File: config.mk
export PLATFORM = sky130hd
export DESIGN_NAME = cfg_twowire_slave
export DESIGN_NICKNAME = d
export VERILOG_FILES = /design/src/rtl/cfg2w_pkg.sv /design/src/rtl/cfg2w_sync.sv /design/src/rtl/cfg2w_ctrl.sv /design/src/rtl/cfg_twowire_slave.sv
export SDC_FILE = /design/constraint.sdc
export NUM_CORES = 1
export LEC_CHECK = 0
export ABC_CLOCK_PERIOD_IN_PS = 6400
export BUFFER_PORTS_ARGS = -buffer_cell sky130_fd_sc_hd__buf_2
export CORE_UTILIZATION = 61
export DETAILED_ROUTE_END_ITERATION = 8
export PLACE_DENSITY = 0.84
export SYNTH_ARGS = -nofsm -noshare
export SYNTH_HDL_FRONTEND = slang
export SYNTH_SLANG_ARGS = --single-unit
File: constraint.sdc
create_clock -name clk -period 6.4 [get_ports clk]
set_clock_uncertainty 0.2 [all_clocks]
set_input_delay 1.28 -clock clk [delete_from_list [all_inputs] [get_ports clk]]
set_output_delay 1.28 -clock clk [all_outputs]
set_load 0.02 [all_outputs]
File: src/rtl/cfg2w_pkg.sv
// Shared types for the two-wire configuration slave.
// Assumes bytes are 8 bits, which the bus protocol fixes.
package cfg2w_pkg;
    localparam int BYTE_W = 8;

    // Bus phase of the protocol controller
    typedef enum logic [2:0] {
        PH_IDLE,   // waiting for a start condition
        PH_RX,     // shifting in a byte from the master
        PH_ACK,    // slave acknowledge pulse
        PH_TX,     // shifting out a byte to the master
        PH_MACK    // master acknowledge pulse after a sent byte
    } cfg2w_phase_e;

    // Meaning of the byte being received
    typedef enum logic [1:0] {
        RX_DEV,    // device address + direction bit
        RX_PTR,    // register pointer
        RX_DATA    // write data
    } cfg2w_rx_e;
endpackage

File: src/rtl/cfg2w_sync.sv
// Synchronizes the two bus lines into clk and derives the bus events:
// clock-line edges plus start and stop conditions.
// Assumes the bus lines idle high; the synchronizers reset to high.
module cfg2w_sync #(
    parameter int STAGES = 2
) (
    input  logic clk,
    input  logic rst_n,
    input  logic scl_i,
    input  logic sda_i,
    output logic scl_s,
    output logic sda_s,
    output logic scl_rise,
    output logic scl_fall,
    output logic start_det,
    output logic stop_det
);
    logic [STAGES-1:0] scl_pipe;
    logic [STAGES-1:0] sda_pipe;
    logic              scl_q;
    logic              sda_q;

    // Synchronizer chains and one-cycle-delayed copies for edge detection
    always_ff @(posedge clk) begin
        if (!rst_n) begin
            scl_pipe <= '1;
            sda_pipe <= '1;
            scl_q    <= 1'b1;
            sda_q    <= 1'b1;
        end else begin
            scl_pipe <= {scl_pipe[STAGES-2:0], scl_i};
            sda_pipe <= {sda_pipe[STAGES-2:0], sda_i};
            scl_q    <= scl_pipe[STAGES-1];
            sda_q    <= sda_pipe[STAGES-1];
        end
    end

    // Event decode from the synchronized lines
    always_comb begin
        scl_s     = scl_pipe[STAGES-1];
        sda_s     = sda_pipe[STAGES-1];
        scl_rise  = scl_s & ~scl_q;
        scl_fall  = ~scl_s & scl_q;
        start_det = scl_s & scl_q & sda_q & ~sda_s;
        stop_det  = scl_s & scl_q & ~sda_q & sda_s;
    end
endmodule

File: src/rtl/cfg2w_ctrl.sv
// Protocol controller: address match, pointer load, write strobes,
// sequential reads and acknowledge handling.
// Assumes the bus events come from cfg2w_sync and that rd_data returns
// the register at rd_addr in the same cycle. ADDR_W must not exceed 8.
module cfg2w_ctrl
    import cfg2w_pkg::*;
#(
    parameter logic [6:0] DEV_ADDR = 7'h69,
    parameter int         ADDR_W   = 8
) (
    input  logic              clk,
    input  logic              rst_n,
    input  logic              scl_s,
    input  logic              sda_s,
    input  logic              scl_rise,
    input  logic              scl_fall,
    input  logic              start_det,
    input  logic              stop_det,
    output logic              sda_oe,
    output logic              wr_en,
    output logic [ADDR_W-1:0] wr_addr,
    output logic [BYTE_W-1:0] wr_data,
    output logic [ADDR_W-1:0] rd_addr,
    input  logic [BYTE_W-1:0] rd_data
);
    localparam int CNT_W = $clog2(BYTE_W + 1);
    localparam logic [CNT_W-1:0] LAST_BIT = CNT_W'(BYTE_W);

    cfg2w_phase_e      phase;
    cfg2w_rx_e         rx_kind;
    logic [CNT_W-1:0]  bit_cnt;
    logic [BYTE_W-1:0] shreg;
    logic [ADDR_W-1:0] ptr;
    logic              read_dir;

    assign rd_addr = ptr;

    // Bus state machine; start/stop override any phase
    always_ff @(posedge clk) begin
        if (!rst_n) begin
            phase    <= PH_IDLE;
            rx_kind  <= RX_DEV;
            bit_cnt  <= '0;
            shreg    <= '0;
            ptr      <= '0;
            read_dir <= 1'b0;
            sda_oe   <= 1'b0;
            wr_en    <= 1'b0;
            wr_addr  <= '0;
            wr_data  <= '0;
        end else begin
            wr_en <= 1'b0;
            if (start_det) begin
                phase   <= PH_RX;
                rx_kind <= RX_DEV;
                bit_cnt <= '0;
                sda_oe  <= 1'b0;
            end else if (stop_det) begin
                phase  <= PH_IDLE;
                sda_oe <= 1'b0;
            end else begin
                unique case (phase)
                    PH_IDLE: ;
                    PH_RX: begin
                        if (scl_rise && bit_cnt != LAST_BIT) begin
                            shreg   <= {shreg[BYTE_W-2:0], sda_s};
                            bit_cnt <= bit_cnt + 1'b1;
                        end else if (scl_fall && bit_cnt == LAST_BIT) begin
                            unique case (rx_kind)
                                RX_DEV: begin
                                    if (shreg[7:1] == DEV_ADDR) begin
                                        read_dir <= shreg[0];
                                        sda_oe   <= 1'b1;
                                        phase    <= PH_ACK;
                                    end else begin
                                        phase <= PH_IDLE;
                                    end
                                end
                                RX_PTR: begin
                                    ptr    <= ADDR_W'(shreg);
                                    sda_oe <= 1'b1;
                                    phase  <= PH_ACK;
                                end
                                default: begin
                                    sda_oe <= 1'b1;
                                    phase  <= PH_ACK;
                                end
                            endcase
                        end
                    end
                    PH_ACK: begin
                        if (scl_rise && rx_kind == RX_DATA) begin
                            wr_en   <= 1'b1;
                            wr_addr <= ptr;
                            wr_data <= shreg;
                            ptr     <= ptr + 1'b1;
                        end else if (scl_fall) begin
                            bit_cnt <= '0;
                            if (rx_kind == RX_DEV && read_dir) begin
                                shreg  <= rd_data;
                                ptr    <= ptr + 1'b1;
                                sda_oe <= ~rd_data[BYTE_W-1];
                                phase  <= PH_TX;
                            end else begin
                                sda_oe  <= 1'b0;
                                rx_kind <= (rx_kind == RX_DEV) ? RX_PTR : RX_DATA;
                                phase   <= PH_RX;
                            end
                        end
                    end
                    PH_TX: begin
                        if (scl_rise) begin
                            bit_cnt <= bit_cnt + 1'b1;
                        end else if (scl_fall) begin
                            if (bit_cnt == LAST_BIT) begin
                                sda_oe <= 1'b0;
                                phase  <= PH_MACK;
                            end else begin
                                shreg  <= {shreg[BYTE_W-2:0], 1'b0};
                                sda_oe <= ~shreg[BYTE_W-2];
                            end
                        end
                    end
                    PH_MACK: begin
                        if (scl_rise && sda_s) begin
                            phase <= PH_IDLE;
                        end else if (scl_fall) begin
                            shreg   <= rd_data;
                            ptr     <= ptr + 1'b1;
                            bit_cnt <= '0;
                            sda_oe  <= ~rd_data[BYTE_W-1];
                            phase   <= PH_TX;
                        end
                    end
                    default: phase <= PH_IDLE;
                endcase
            end
        end
    end


    sda_low_phase_chk: assert property (@(posedge clk) disable iff (!rst_n)
        !$stable(sda_oe) |-> (!$past(scl_s) || $past(start_det) || $past(stop_det)));


    wr_single_chk: assert property (@(posedge clk) disable iff (!rst_n)
        wr_en |=> !wr_en);


    ptr_advance_chk: assert property (@(posedge clk) disable iff (!rst_n)
        wr_en |-> rd_addr == ADDR_W'(wr_addr + 1'b1));


    start_release_chk: assert property (@(posedge clk) disable iff (!rst_n)
        start_det |=> (!sda_oe && !wr_en));


    stop_release_chk: assert property (@(posedge clk) disable iff (!rst_n)
        stop_det |=> !sda_oe);
endmodule

File: src/rtl/cfg_twowire_slave.sv
// Two-wire configuration register slave: synchronizer/event front end
// feeding the protocol controller. Drives an external register array
// through a write strobe and a combinational read address/data pair.
// Assumes the data pad is open-drain: sda_oe_o = 1 pulls the line low.
module cfg_twowire_slave #(
    parameter logic [6:0] DEV_ADDR    = 7'h69,
    parameter int         ADDR_W      = 8,
    parameter int         SYNC_STAGES = 2
) (
    input  logic              clk,
    input  logic              rst_n,
    input  logic              scl_i,
    input  logic              sda_i,
    output logic              sda_oe_o,
    output logic              wr_en_o,
    output logic [ADDR_W-1:0] wr_addr_o,
    output logic [7:0]        wr_data_o,
    output logic [ADDR_W-1:0] rd_addr_o,
    input  logic [7:0]        rd_data_i
);
    logic scl_s, sda_s, scl_rise, scl_fall, start_det, stop_det;

    cfg2w_sync #(.STAGES(SYNC_STAGES)) i_sync (
        .clk       (clk),
        .rst_n     (rst_n),
        .scl_i     (scl_i),
        .sda_i     (sda_i),
        .scl_s     (scl_s),
        .sda_s     (sda_s),
        .scl_rise  (scl_rise),
        .scl_fall  (scl_fall),
        .start_det (start_det),
        .stop_det  (stop_det)
    );

    cfg2w_ctrl #(.DEV_ADDR(DEV_ADDR), .ADDR_W(ADDR_W)) i_ctrl (
        .clk       (clk),
        .rst_n     (rst_n),
        .scl_s     (scl_s),
        .sda_s     (sda_s),
        .scl_rise  (scl_rise),
        .scl_fall  (scl_fall),
        .start_det (start_det),
        .stop_det  (stop_det),
        .sda_oe    (sda_oe_o),
        .wr_en     (wr_en_o),
        .wr_addr   (wr_addr_o),
        .wr_data   (wr_data_o),
        .rd_addr   (rd_addr_o),
        .rd_data   (rd_data_i)
    );
endmodule

Word-level counts from Yosys, hierarchy flattened. Cells that the tools add are included.

Bits of input ports: 12. Word-level logic and storage cells: 150. Bits in registers: 50. Output and inout bits: 26.

Mux-type cells: 55. Reductions and logical operators: 21. Bitwise gates (word level): 21. Add/subtract/negate cells: 2. Equal/unequal tests: 36.

Operators by type and width (number): two-way mux 8 bit (17); case mux 8 bit (4 select lines) (1); two-way mux 3 bit (9); case mux 8 bit (3 select lines) (1); two-way mux 4 bit (5); AND reduction 10 bit (2); AND reduction 9 bit (2); inequality test 2 x 1 -> 1 bit, second input constant (8); inequality test 4 x 1 -> 1 bit, second input constant (4); case mux 4 bit (4 select lines) (1); two-way mux 1 bit (15); case mux 3 bit (5 select lines) (1); NOT 1 bit (14); inequality test 2 bit, second input constant (6); inequality test 3 x 1 -> 1 bit, second input constant (4); AND reduction 12 bit (1); adder 8 x 1 -> 8 bit, second input constant (1); two-way mux 2 bit (4); inequality test 4 x 2 -> 1 bit, second input constant (2); inequality test 4 bit, second input constant (2); bitwise AND 1 bit (7); == test 7 bit, second input constant (1); AND reduction 7 bit (1); == test 3 x 2 -> 1 bit, second input constant (2); other kinds (20) (24).

Depth between registers and ports, before layout.
Depth in word-level cells: 8. Mapped depth: 8. Mapped depth without buffers: 7.

By module. A second synthesis with hierarchy kept.

Cell total of the unflattened synthesis: 304. Area, all modules: 2576.2 µm².

Modules (own cells, without submodules): cfg2w_ctrl (area an instance 2386.0 µm², cells each 288, instances 1); cfg2w_sync (area an instance 190.2 µm², cells each 16, instances 1).

Least setup slack after synthesis. OpenSTA, ideal clock, no wires.

Path type: input-to-reg. Start: input port rst_n. End: register i_ctrl.ptr[5] (netlist: i_ctrl.rd_addr[5]). Stages: 3. Path slack: 4272 ps. Data required time: 6113 ps. Data arrival time: 1841 ps. Cells stage by stage: clkinv_1 -> clkbuf_1 -> o31ai_1.

RTL lines: start: declaration (RTL line cfg_twowire_slave.sv:11) `input logic rst_n,`; end signal: assignment (RTL line cfg2w_ctrl.sv:80) `ptr <= ADDR_W'(shreg);`; end signal: assignment (RTL line cfg2w_ctrl.sv:96) `ptr <= ptr + 1'b1;`; end signal: assignment (RTL line cfg2w_ctrl.sv:101) `ptr <= ptr + 1'b1;`; end: declaration (RTL line cfg2w_ctrl.sv:33) `logic [ADDR_W-1:0] ptr;`.

No word-level cell between the ends.

==> metrics.txt <==
crit path DAT=3.01 ns; Seq pwr share=55.6%; switching part of the total power=22.6%; Power per Cell Area=197 nW/µm²; share of the synthesized area in the top cell type=38.3%; largest net degree at the start of global routing=36; Hold Path Class=reg -> reg; area grow syn2layout=10.3%; clock sink count=50; via count=2541; routed wire length=6.13 mm; Worst Tran Pin Value=1.22 ns; most common cell after layout, fill and taps aside=nand2_1; average routed wire per standard cell=15.3 µm; R2R Setup Slk=3.54 ns; GPL Wtd Cong=0.907; Worst slew margin=18.3%; Reg2Reg Depth=5; synth warn=0; Sum Neg Setup Slack=0 ns; die height=67.4 µm; Slowest-stage cell, CP=clkinv_1; Synth Flop Type=dfxtp_1; Crit Path Max Fanout=35; startpoint of the worst hold path=i_sync.scl_pipe[0]; CTS resizes=0; Hold Path Depth=1; std cell rows=23; grt total ovfl=0; Peak VDD IR=155 µV; RR Startpoint=i_ctrl.phase[0]; CP cell instances=buf_2 > clkinv_1 > a221o_1 > mux2i_1; iteration count of the initial detailed-routing pass=5; post-synth top area cell=dfxtp_1; Mean Syn Cell Area=7.99 µm²; Clock Tree Root=clkbuf_8; Hold Path Sink=i_sync.scl_pipe[1]; Setup crit end kind=register; max-slew violations=0; Post-route DRC=0; Antenna diodes=0; Int Pwr=0.000438 W; CTS Hold Bufs=0; die area=4550 µm²; sequential cell area fraction in the yosys report=38.3%; Worst-path clk slew=0.09 ns; CTS Buf Count=5; DP Worst Slack=3.08 ns; fmax=338 MHz; Comb power frac=3.5%; vias per inst=6.35; RSZ-0062 raised after global routing=false; H-tree depth=2; number of flops mapped to enable cells by yosys=0; Leakage=1.02 nW; Die W=67.4 µm; Iteration-0 DRC Markers=249; Final Hold Vio Count=0; layout net count=364; port bufs=37; required time of the critical path=6.45 ns; Mapped Cells=327; Setup Fix Bufs, Post-CTS=0; Final WS setup=3.44 ns; TritonCTS clock tree=yes; synthesis-stage register bit count=50; crit start category=input port; Setup CP Type=in -> reg; synth unique cells=62; status=completed; Ports=38; layout cells sized above 1=14.6%; Synth area leaders=dfxtp_1 38%, nand2_1 9.2%, a21oi_1 6.7%, nand2b_1 3.1%, nor2_1 2.7%; Starting Density=64.4%; vias in the first global route=2097; Mapped Nets=342; Switching Power=0.000128 W; synthesized area=2610 µm²; period utilization=46.3%; core area=4060 µm²; final antenna-violating net count=0; gr usage total=28.8%; most frequent cells in the layout=64 x nand2_1, 50 x dfxtp_1, 37 x buf_2; fillers=342; first-pass GRT wire length=9.80 mm; Max-cap violations=0; worst path bufs/invs=2; setup violators final=0; CP top delay family=buffers and inverters; minimum clock period=2.96 ns; Async SR Flop Fraction=0%; worst skew pair latency=0.32 ns; share of total power in the clock network=40.8%; hpwl dp=4.20 mm; Bufs on Longest Clock Path=2; CP max stage delay=0.80 ns; worst r2r dst=i_ctrl.bit_cnt[3]; antenna violations before repair=0
## sequential cells by signal, summed over array words and instances (netlist names), 2 cells and up
signal           flops
i_ctrl.wr_addr       8
i_ctrl.shreg         8
i_ctrl.wr_data       8
i_sync.sda_pipe      2
i_ctrl.bit_cnt       4
i_ctrl.phase         3
i_ctrl.rd_addr       8
i_sync.scl_pipe      2
i_ctrl.rx_kind       2
## through the flow
stage	power (W)	cells	util [%]	hold WS [ns]	cell area, µm²
floorplan	0.000335	327	-	0.186	2610
global placement	0.000342	392	68.1	0.189	2760
detailed placement	0.000342	392	68.1	0.197	2760
CTS	0.000570	400	71.0	0.219	2880
global route	0.000583	400	71.0	0.236	2880
finish	0.000566	400	71.0	0.215	2880
## metal layers
metal | up-vias | routed length [µm] | track usage, % | part of all wire, %
met1 | 1189 | 2760 | 39.0 | 45
li1 | 1222 | - | - | -
met3 | 13 | 436 | 5.41 | 7.1
met4 | 0 | 119 | 12.0 | 1.9
met2 | 117 | 2820 | 44.5 | 46
met5 | - | 0 | 0 | 0
## how the worst max path moves through the flow
| stage | startpoint | endpoint | slack (ns) | cells after the start |
|---|---|---|---|---|
| 4_1_cts | rst_n | i_ctrl.phase[0] | 3.42 | 4 |
| 3_5_place_dp | rst_n | i_ctrl.phase[0] | 3.08 | 4 |
| 2_1_floorplan | rst_n | i_ctrl.rd_addr[5] | 4.27 | 3 |
| 5_1_grt | rst_n | i_ctrl.phase[0] | 3.32 | 4 |
| 6_report | rst_n | i_ctrl.phase[0] | 3.44 | 4 |
| 3_3_place_gp | rst_n | i_ctrl.phase[0] | 3.14 | 4 |
## area by class of cell
cell class / count / area [µm²] / share of cell area, %
sequential: 50 / 1000 / 34.8
inverter: 7 / 26.3 / 0.913
clock buffer: 5 / 68.8 / 2.39
clock inverter: 3 / 48.8 / 1.69
multi-input combinational: 247 / 1480 / 51.4
timing repair buffer: 38 / 193 / 6.69
tap: 50 / 62.6 / 2.17
## power groups by stage
stage	registers, W	logic, W	clock network (W)
floorplan	0.000320	0.0000152	0
global placement	0.000322	0.0000194	0
detailed placement	0.000322	0.0000196	0
CTS	0.000315	0.0000197	0.000235
global route	0.000316	0.0000217	0.000245
finish	0.000315	0.0000199	0.000231
## synthesized netlist by cell type, types with 2 or more instances
master     number
a211oi_1        2
nand3_1        13
nor3_1          2
a221oi_1        2
o221ai_1        2
a211o_1         3
nand3b_1        3
nand4bb_1       2
o21a_1          2
dfxtp_1        50
nor3b_1         3
ha_1            3
mux2i_1         3
nand2_1        64
nor2_1         19
nand2b_1       13
a21oi_1        35
a31oi_1         3
o22ai_1         2
or3b_1          3
clkbuf_1       13
nand4_1         2
o21ai_1         2
o31ai_1         8
o311ai_1        4
a221o_1         4
nor2b_1         5
a22o_1          5
and3_1          2
buf_2           9
or4b_1          2
or3_1           2
inv_1           6
o21ai_0         5
o31a_1          2
## logic make-up (layout without fill, tap and decap cells)
kind of cell,after synthesis,count (layout),share of synthesized area [%]
compound gates,92,92,24.3
mux,3,3,1.15
flops,50,50,38.3
simple gates,147,147,29.1
xor+xnor,2,2,0.671
buf+inv,30,53,5.03
fa+ha+maj,3,3,1.44
No activity file was read; power rests on OpenSTA's default activity.
